--- src/rtl/sprite_arb_pkg.sv ---
package sprite_arb_pkg;
  typedef enum logic [1:0] {
    DM_HBLANK = 2'd0,
    DM_VBLANK = 2'd1,
    DM_SCAN   = 2'd2,
    DM_DRAW   = 2'd3
  } disp_mode_e;

  localparam logic [7:0] BLOCKED_BYTE = 8'hFF;

  function automatic logic mode_open(input disp_mode_e m);
    return (m == DM_HBLANK) || (m == DM_VBLANK);
  endfunction
endpackage

--- src/rtl/sprite_win_decode.sv ---
module sprite_win_decode #(
  parameter int ADDR_W = 16,
  parameter logic [ADDR_W-1:0] BASE = 16'hFE00,
  parameter int DEPTH = 160,
  localparam int IDX_W = $clog2(DEPTH)
) (
  input  logic [ADDR_W-1:0] addr,
  output logic              in_win,
  output logic [IDX_W-1:0]  offset
);
  localparam logic [ADDR_W-1:0] LAST = ADDR_W'(BASE + ADDR_W'(DEPTH - 1));

  always_comb begin
    in_win = (addr >= BASE) && (addr <= LAST);
    offset = IDX_W'(addr - BASE);
  end
endmodule

--- src/rtl/sprite_access_gate.sv ---
module sprite_access_gate
  import sprite_arb_pkg::*;
#(
  parameter int DEPTH = 160,
  localparam int IDX_W = $clog2(DEPTH)
) (
  input  logic             clk,
  input  logic             rst_n,
  input  logic             in_win,
  input  logic [IDX_W-1:0] cpu_off,
  input  logic             cpu_rd,
  input  logic             cpu_wr,
  input  logic [7:0]       cpu_wdata,
  input  disp_mode_e       mode,
  input  logic             copy_active,
  input  logic             copy_wr,
  input  logic [IDX_W-1:0] copy_idx,
  input  logic [7:0]       copy_wdata,
  output logic             mem_en,
  output logic             mem_we,
  output logic [IDX_W-1:0] mem_addr,
  output logic [7:0]       mem_wdata,
  output logic             rd_req,
  output logic             rd_open
);
  logic cpu_open;
  logic copy_fire;
  logic cpu_wr_ok;
  logic cpu_rd_ok;

  always_comb begin
    // The copy engine is checked first; the display phase is consulted only when it is idle.
    cpu_open  = !copy_active && mode_open(mode);
    copy_fire = copy_active && copy_wr &&
                ({1'b0, copy_idx} < (IDX_W+1)'(DEPTH));
    cpu_wr_ok = in_win && cpu_wr && cpu_open;
    cpu_rd_ok = in_win && cpu_rd && cpu_open;

    mem_en    = copy_fire || cpu_wr_ok || cpu_rd_ok;
    mem_we    = copy_fire || cpu_wr_ok;
    mem_addr  = '0;
    mem_wdata = '0;
    if (copy_fire) begin
      mem_addr  = copy_idx;
      mem_wdata = copy_wdata;
    end else if (cpu_wr_ok || cpu_rd_ok) begin
      mem_addr  = cpu_off;
      mem_wdata = cpu_wr_ok ? cpu_wdata : '0;
    end

    rd_req  = in_win && cpu_rd;
    rd_open = cpu_open;
  end


  copy_priority_chk: assert property (@(posedge clk) disable iff (!rst_n)
    (copy_active && !copy_wr) |-> !mem_en);


  outside_quiet_chk: assert property (@(posedge clk) disable iff (!rst_n)
    (!in_win && !copy_active) |-> !mem_en);


  copy_idle_chk: assert property (@(posedge clk) disable iff (!rst_n)
    (!copy_active && !cpu_wr) |-> !mem_we);
endmodule

--- src/rtl/sprite_ram.sv ---
module sprite_ram #(
  parameter int DEPTH = 160,
  parameter int DATA_W = 8,
  localparam int IDX_W = $clog2(DEPTH)
) (
  input  logic              clk,
  input  logic              we,
  input  logic [IDX_W-1:0]  waddr,
  input  logic [DATA_W-1:0] wdata,
  input  logic              re,
  input  logic [IDX_W-1:0]  raddr,
  output logic [DATA_W-1:0] rdata
);
  logic [DATA_W-1:0] cells [DEPTH];

  always_ff @(posedge clk) begin
    if (we && ({1'b0, waddr} < (IDX_W+1)'(DEPTH))) cells[waddr] <= wdata;
    if (re && ({1'b0, raddr} < (IDX_W+1)'(DEPTH))) rdata <= cells[raddr];
  end
endmodule

--- src/rtl/sprite_read_return.sv ---
module sprite_read_return
  import sprite_arb_pkg::*;
(
  input  logic       clk,
  input  logic       rst_n,
  input  logic       rd_req,
  input  logic       rd_open,
  input  logic [7:0] ram_q,
  output logic [7:0] rdata,
  output logic       rvalid
);
  logic open_q;

  always_ff @(posedge clk) begin
    if (!rst_n) begin
      rvalid <= 1'b0;
      open_q <= 1'b0;
    end else begin
      rvalid <= rd_req;
      open_q <= rd_open;
    end
  end

  always_comb begin
    if (!rvalid)     rdata = '0;
    else if (open_q) rdata = ram_q;
    else             rdata = BLOCKED_BYTE;
  end


  rvalid_follows_req_chk: assert property (@(posedge clk) disable iff (!rst_n)
    rd_req |=> rvalid);


  rvalid_pulse_chk: assert property (@(posedge clk) disable iff (!rst_n)
    !rd_req |=> !rvalid);


  idle_data_zero_chk: assert property (@(posedge clk) disable iff (!rst_n)
    !rvalid |-> rdata == 8'h00);
endmodule

--- src/rtl/sprite_mem_arbiter.sv ---
module sprite_mem_arbiter
  import sprite_arb_pkg::*;
#(
  parameter int ADDR_W = 16,
  parameter logic [ADDR_W-1:0] BASE = 16'hFE00,
  parameter int DEPTH = 160,
  localparam int IDX_W = $clog2(DEPTH)
) (
  input  logic              clk,
  input  logic              rst_n,
  input  logic [ADDR_W-1:0] cpu_addr,
  input  logic [7:0]        cpu_wdata,
  input  logic              cpu_rd,
  input  logic              cpu_wr,
  input  logic [1:0]        disp_mode,
  input  logic              copy_active,
  input  logic              copy_wr,
  input  logic [IDX_W-1:0]  copy_idx,
  input  logic [7:0]        copy_wdata,
  output logic [7:0]        cpu_rdata,
  output logic              cpu_rvalid,
  output logic [IDX_W-1:0]  mem_addr,
  output logic [7:0]        mem_wdata,
  output logic              mem_en,
  output logic              mem_we
);
  logic             in_win;
  logic [IDX_W-1:0] cpu_off;
  logic             rd_req;
  logic             rd_open;
  logic [7:0]       ram_q;
  disp_mode_e       mode;

  assign mode = disp_mode_e'(disp_mode);

  sprite_win_decode #(.ADDR_W(ADDR_W), .BASE(BASE), .DEPTH(DEPTH)) u_dec (
    .addr(cpu_addr), .in_win(in_win), .offset(cpu_off)
  );

  sprite_access_gate #(.DEPTH(DEPTH)) u_gate (
    .clk(clk), .rst_n(rst_n), .in_win(in_win), .cpu_off(cpu_off),
    .cpu_rd(cpu_rd), .cpu_wr(cpu_wr), .cpu_wdata(cpu_wdata), .mode(mode),
    .copy_active(copy_active), .copy_wr(copy_wr), .copy_idx(copy_idx),
    .copy_wdata(copy_wdata), .mem_en(mem_en), .mem_we(mem_we),
    .mem_addr(mem_addr), .mem_wdata(mem_wdata), .rd_req(rd_req), .rd_open(rd_open)
  );

  sprite_ram #(.DEPTH(DEPTH), .DATA_W(8)) u_ram (
    .clk(clk), .we(mem_we), .waddr(mem_addr), .wdata(mem_wdata),
    .re(rd_req && rd_open), .raddr(cpu_off), .rdata(ram_q)
  );

  sprite_read_return u_ret (
    .clk(clk), .rst_n(rst_n), .rd_req(rd_req), .rd_open(rd_open),
    .ram_q(ram_q), .rdata(cpu_rdata), .rvalid(cpu_rvalid)
  );


  busy_phase_read_chk: assert property (@(posedge clk) disable iff (!rst_n)
    (cpu_rd && disp_mode[1] && cpu_addr >= BASE &&
     cpu_addr <= ADDR_W'(BASE + ADDR_W'(DEPTH - 1))) |=> cpu_rdata == 8'hFF);


  copy_blocks_read_chk: assert property (@(posedge clk) disable iff (!rst_n)
    (cpu_rd && copy_active && cpu_addr >= BASE &&
     cpu_addr <= ADDR_W'(BASE + ADDR_W'(DEPTH - 1))) |=> cpu_rdata == 8'hFF);


  outside_no_resp_chk: assert property (@(posedge clk) disable iff (!rst_n)
    (cpu_rd && (cpu_addr < BASE || cpu_addr > ADDR_W'(BASE + ADDR_W'(DEPTH - 1))))
    |=> !cpu_rvalid);


  we_needs_strobe_chk: assert property (@(posedge clk) disable iff (!rst_n)
    mem_we |-> (copy_wr || cpu_wr));
endmodule

--- config.mk ---
export PLATFORM = sky130hd
export DESIGN_NAME = sprite_mem_arbiter
export DESIGN_NICKNAME = d
export VERILOG_FILES = /design/src/rtl/sprite_arb_pkg.sv /design/src/rtl/sprite_win_decode.sv /design/src/rtl/sprite_access_gate.sv /design/src/rtl/sprite_ram.sv /design/src/rtl/sprite_read_return.sv /design/src/rtl/sprite_mem_arbiter.sv
export SDC_FILE = /design/constraint.sdc
export NUM_CORES = 1
export LEC_CHECK = 0
export BUFFER_PORTS_ARGS = -buffer_cell sky130_fd_sc_hd__buf_2
export CELL_PAD_IN_SITES_DETAIL_PLACEMENT = 1
export CELL_PAD_IN_SITES_GLOBAL_PLACEMENT = 1
export CORE_MARGIN = 5
export CORE_UTILIZATION = 45
export DETAILED_ROUTE_END_ITERATION = 10
export PLACE_DENSITY = 0.67
export SLEW_MARGIN = 20
export SYNTH_ARGS = -nofsm -noshare
export SYNTH_HDL_FRONTEND = slang
export SYNTH_SLANG_ARGS = --single-unit
--- constraint.sdc ---
create_clock -name clk -period 14.85 [get_ports clk]
set_clock_uncertainty 0.15 [all_clocks]
set_input_delay 2.97 -clock clk [delete_from_list [all_inputs] [get_ports clk]]
set_output_delay 2.97 -clock clk [all_outputs]
set_load 0.01 [all_outputs]
==> run_summary.xml <==
<?xml version="1.0" encoding="UTF-8"?>
<metrics>
  <group name="outcome">
    <metric name="status" unit="">finished, final reports clean</metric>
  </group>
  <group name="detailed_routing">
    <metric name="avgRoutedWirePerCell" unit="um">31.8</metric>
    <metric name="vias_per_cell" unit="">6.09</metric>
    <metric name="dr.pass1.iters" unit="">7</metric>
    <metric name="drc" unit="">0</metric>
    <metric name="drt_first_iter_violations" unit="">2743</metric>
    <metric name="antenna_left" unit="">0</metric>
    <metric name="via_count" unit="">25800</metric>
    <metric name="finalWirelength" unit="mm">135</metric>
  </group>
  <group name="yosys">
    <metric name="netlist-cell-type-count" unit="">62</metric>
    <metric name="synth_area" unit="sq um">51100</metric>
    <metric name="synth-seq-cells" unit="">1290</metric>
    <metric name="synth-edff-count" unit="">1288</metric>
    <metric name="synth_nets" unit="">2552</metric>
    <metric name="ys_top_cells_by_count" unit="">1288 x sky130_fd_sc_hd__edfxtp_1, 230 x sky130_fd_sc_hd__mux4_2, 186 x sky130_fd_sc_hd__mux2i_1</metric>
    <metric name="ys.flop_type" unit="">sky130_fd_sc_hd__edfxtp_1</metric>
    <metric name="synth_area_leader_cell" unit="">sky130_fd_sc_hd__edfxtp_1</metric>
    <metric name="synthCells" unit="">2504</metric>
    <metric name="synthMostInstantiatedCell" unit="">sky130_fd_sc_hd__edfxtp_1</metric>
    <metric name="async_reset_ff_frac" unit="">0</metric>
    <metric name="post_synthesis_sequential_area_ratio" unit="">0.758</metric>
    <metric name="synth_top_cells_by_area" unit="">sky130_fd_sc_hd__edfxtp_1 76%, sky130_fd_sc_hd__mux4_2 10%, sky130_fd_sc_hd__mux2i_1 3.6%</metric>
    <metric name="synth.yosys.warnings" unit="">0</metric>
    <metric name="syn_area_per_cell" unit="sq um">20.4</metric>
    <metric name="synth_top_cell_area_share" unit="">0.757</metric>
  </group>
  <group name="die">
    <metric name="die_span_x" unit="um">347</metric>
    <metric name="design.portCount" unit="">75</metric>
    <metric name="fp-row-count" unit="">123</metric>
    <metric name="floorplan.die_area" unit="sq um">120000</metric>
    <metric name="start_util" unit="">0.453</metric>
    <metric name="die_height" unit="um">347</metric>
    <metric name="core_area" unit="sq um">113000</metric>
  </group>
  <group name="place">
    <metric name="gp_congestion" unit="">0.836</metric>
    <metric name="place_ws" unit="ns">6.14</metric>
    <metric name="dpl.hpwl" unit="mm">82.2</metric>
    <metric name="port_buffers" unit="">73</metric>
  </group>
  <group name="critical_path">
    <metric name="setup.worst_path.start_class" unit="">input port</metric>
    <metric name="critPathCaptureType" unit="">output port</metric>
    <metric name="cpMaxStageDelayCell" unit="">sky130_fd_sc_hd__a22o_4</metric>
    <metric name="worstSetupPathType" unit="">in -&gt; out</metric>
    <metric name="max_fo_critical_path" unit="">78</metric>
    <metric name="startpoint" unit="">cpu_addr[13]</metric>
    <metric name="cp_slowest_stage_delay" unit="ns">0.82</metric>
    <metric name="worst_r2r_endpoint" unit="">u_ram.rdata[3]$_DFFE_PP_</metric>
    <metric name="cell_chain_critical_path" unit="">buf_2 -&gt; and4_1 -&gt; and4_1 -&gt; a22o_4 -&gt; buf_2</metric>
    <metric name="regToRegSetupSlack" unit="ns">11.89</metric>
    <metric name="reg2regPathDepth" unit="">6</metric>
    <metric name="worst_ep_arrival_time" unit="ns">5.38</metric>
    <metric name="rr_startpoint" unit="">u_ram.cells[104][3]$_DFFE_PP_</metric>
    <metric name="critPathRequiredTime" unit="ns">11.73</metric>
  </group>
  <group name="clock_tree">
    <metric name="holdBufCountCts" unit="">0</metric>
    <metric name="postCtsResizedCells" unit="">0</metric>
    <metric name="htree_depth" unit="">4</metric>
    <metric name="clk-insertion-delay-late" unit="ns">0.75</metric>
    <metric name="clkSinkCount" unit="">1290</metric>
    <metric name="cts_setup_buffers" unit="">0</metric>
    <metric name="cts_root_buf" unit="">sky130_fd_sc_hd__clkbuf_16</metric>
    <metric name="cts.clk_slew.worst_paths" unit="ns">0.06</metric>
    <metric name="cts.path.max_buffers" unit="">3</metric>
    <metric name="tritoncts_clock_tree" unit="">done</metric>
    <metric name="cts_buffers" unit="">136</metric>
  </group>
  <group name="timing">
    <metric name="postLayoutSetupSlackWorst" unit="ns">6.35</metric>
    <metric name="rsz0062_at_grt" unit="">false</metric>
    <metric name="setup_viol" unit="">0</metric>
    <metric name="fin_crit_sh" unit="">0.572</metric>
    <metric name="setup_tns" unit="ns">0</metric>
    <metric name="worst_slew_margin_rel" unit="">0.155</metric>
    <metric name="fmaxAchievable" unit="MHz">118</metric>
    <metric name="slew_viol_final" unit="">0</metric>
    <metric name="fin_crit" unit="ns">8.50</metric>
    <metric name="worst_pin_slew" unit="ns">1.27</metric>
    <metric name="hold_viol_final" unit="">0</metric>
  </group>
  <group name="global_routing">
    <metric name="grt_start_max_net_pins" unit="">107</metric>
    <metric name="grt_pass1_wl" unit="mm">195</metric>
    <metric name="first_global_vias" unit="">27400</metric>
    <metric name="globalRoute.totalOverflow" unit="">0</metric>
    <metric name="total_track_usage" unit="">0.222</metric>
    <metric name="number_of_antenna_violations_at_the_first_check_in_global_routing" unit="">3</metric>
  </group>
  <group name="power">
    <metric name="p_per_area" unit="nW/um^2">132</metric>
    <metric name="cell_internal_pwr" unit="uW">5980</metric>
    <metric name="p_seq_frac" unit="">0.527</metric>
    <metric name="leakage_power_total" unit="uW">0.0154</metric>
    <metric name="irDropWorstVdd" unit="V">0.000102</metric>
    <metric name="power.clock.fraction" unit="">0.437</metric>
    <metric name="switching_share" unit="">0.208</metric>
    <metric name="power_switching" unit="uW">1570</metric>
    <metric name="combPwrFrac" unit="">0.036</metric>
  </group>
  <group name="final_layout">
    <metric name="post_route_cells_drive_above_1_share" unit="">0.214</metric>
    <metric name="areaGrowthSynthToFinish" unit="%">12.1</metric>
    <metric name="final_net_count" unit="">2677</metric>
    <metric name="fill_cells" unit="">10100</metric>
  </group>
  <group name="worst_hold_path">
    <metric name="hold_path_end" unit="">u_ram.rdata[0]$_DFFE_PP_</metric>
    <metric name="hp-class" unit="">reg -&gt; reg</metric>
    <metric name="timing.hold.worst_path_depth" unit="">4</metric>
    <metric name="holdCritStartpoint" unit="">u_ram.cells[31][0]$_DFFE_PP_</metric>
  </group>
  <group name="flow_run">
    <metric name="maxCapViolations" unit="">0</metric>
  </group>
</metrics>
[flip-flops by register name, summed over array words and instances, names as in the netlist]
signal / count
u_ram.rdata: 8
u_ret.rvalid: 1
u_ram.cells: 1280
u_ret.open_q: 1
[through the flow]
stage	hold slack (ns)	cells	total power [uW]	util	cell area, sq um
final	1.02	4238	7560	0.508	57200
after global routing	1.07	4237	7790	0.508	57200
after CTS	1.01	4235	7610	0.508	57200
after detailed placement	0.995	3989	4330	0.469	52900
after global placement	0.966	3989	4320	0.469	52900
after floorplan	0.691	2504	4230	-	51100
[power groups by stage]
stage,clock network (uW),registers (uW),logic [uW]
after detailed placement,0,4060,268
after floorplan,0,4070,169
after CTS,3360,3990,269
after global routing,3530,3980,283
after global placement,0,4060,260
final,3300,3990,269
[critical path, delay by kind of cell]
family          cells  cell delay [ns]
buf+inv             2             0.35
compound gates      1             0.82
simple gates        2             1.20
[metal layers]
metal / up-vias / global-route usage / share of wire
met4: 0 / 0.0567 / 0.022
met2: 1103 / 0.356 / 0.48
met1: 13900 / 0.312 / 0.41
li1: 10700 / - / -
met3: 192 / 0.0531 / 0.083
met5: - / 0 / 0
[worst max-delay path by stage]
stage | endpoint | slack [ns] | depth (start not counted)
2_1_floorplan | mem_wdata[0] | 5.81 | 5
3_3_place_gp | mem_wdata[5] | 6.28 | 5
3_5_place_dp | mem_wdata[5] | 6.14 | 5
4_1_cts | mem_wdata[5] | 6.13 | 5
5_1_grt | mem_wdata[1] | 6.17 | 5
6_report | mem_wdata[1] | 6.35 | 5
[cells by family after synthesis]
family / Yosys count / synth area share
multiplexers: 475 / 0.159
AO/OA/AOI/OAI: 240 / 0.0337
buffers and inverters: 149 / 0.0194
AND/OR/NAND/NOR: 350 / 0.0304
flip-flops: 1290 / 0.758
[area by class of cell]
cell class              instances  area (sq um)  share of cell area
repair buffers                120           796              0.0139
well taps                    1500          1880              0.0328
clock inverters                66           536             0.00936
flip-flops and latches       1290         38700               0.676
clock buffers                 180          3790              0.0662
multi-input cells            1065         11500               0.200
diodes                          1          2.50           0.0000437
inverters                      16          60.1             0.00105
[placed cells by master, fill, tap and decap left out, types with 16 or more instances in the layout]
cell type,Yosys,routed
sky130_fd_sc_hd__nand3_1,38,38
sky130_fd_sc_hd__mux2i_1,186,186
sky130_fd_sc_hd__nand2_1,71,71
sky130_fd_sc_hd__a221oi_1,16,16
sky130_fd_sc_hd__o21ai_0,18,16
sky130_fd_sc_hd__mux4_2,230,230
sky130_fd_sc_hd__edfxtp_1,1288,1288
sky130_fd_sc_hd__a21oi_1,30,30
sky130_fd_sc_hd__buf_2,38,70
sky130_fd_sc_hd__buf_4,15,44
sky130_fd_sc_hd__a22oi_1,87,87
sky130_fd_sc_hd__mux4_1,26,26
sky130_fd_sc_hd__mux2_2,33,33
sky130_fd_sc_hd__clkinv_1,0,32
sky130_fd_sc_hd__clkbuf_1,39,32
sky130_fd_sc_hd__clkbuf_16,0,145
sky130_fd_sc_hd__nor2_1,174,173
Power figures use the tool's default switching activity.
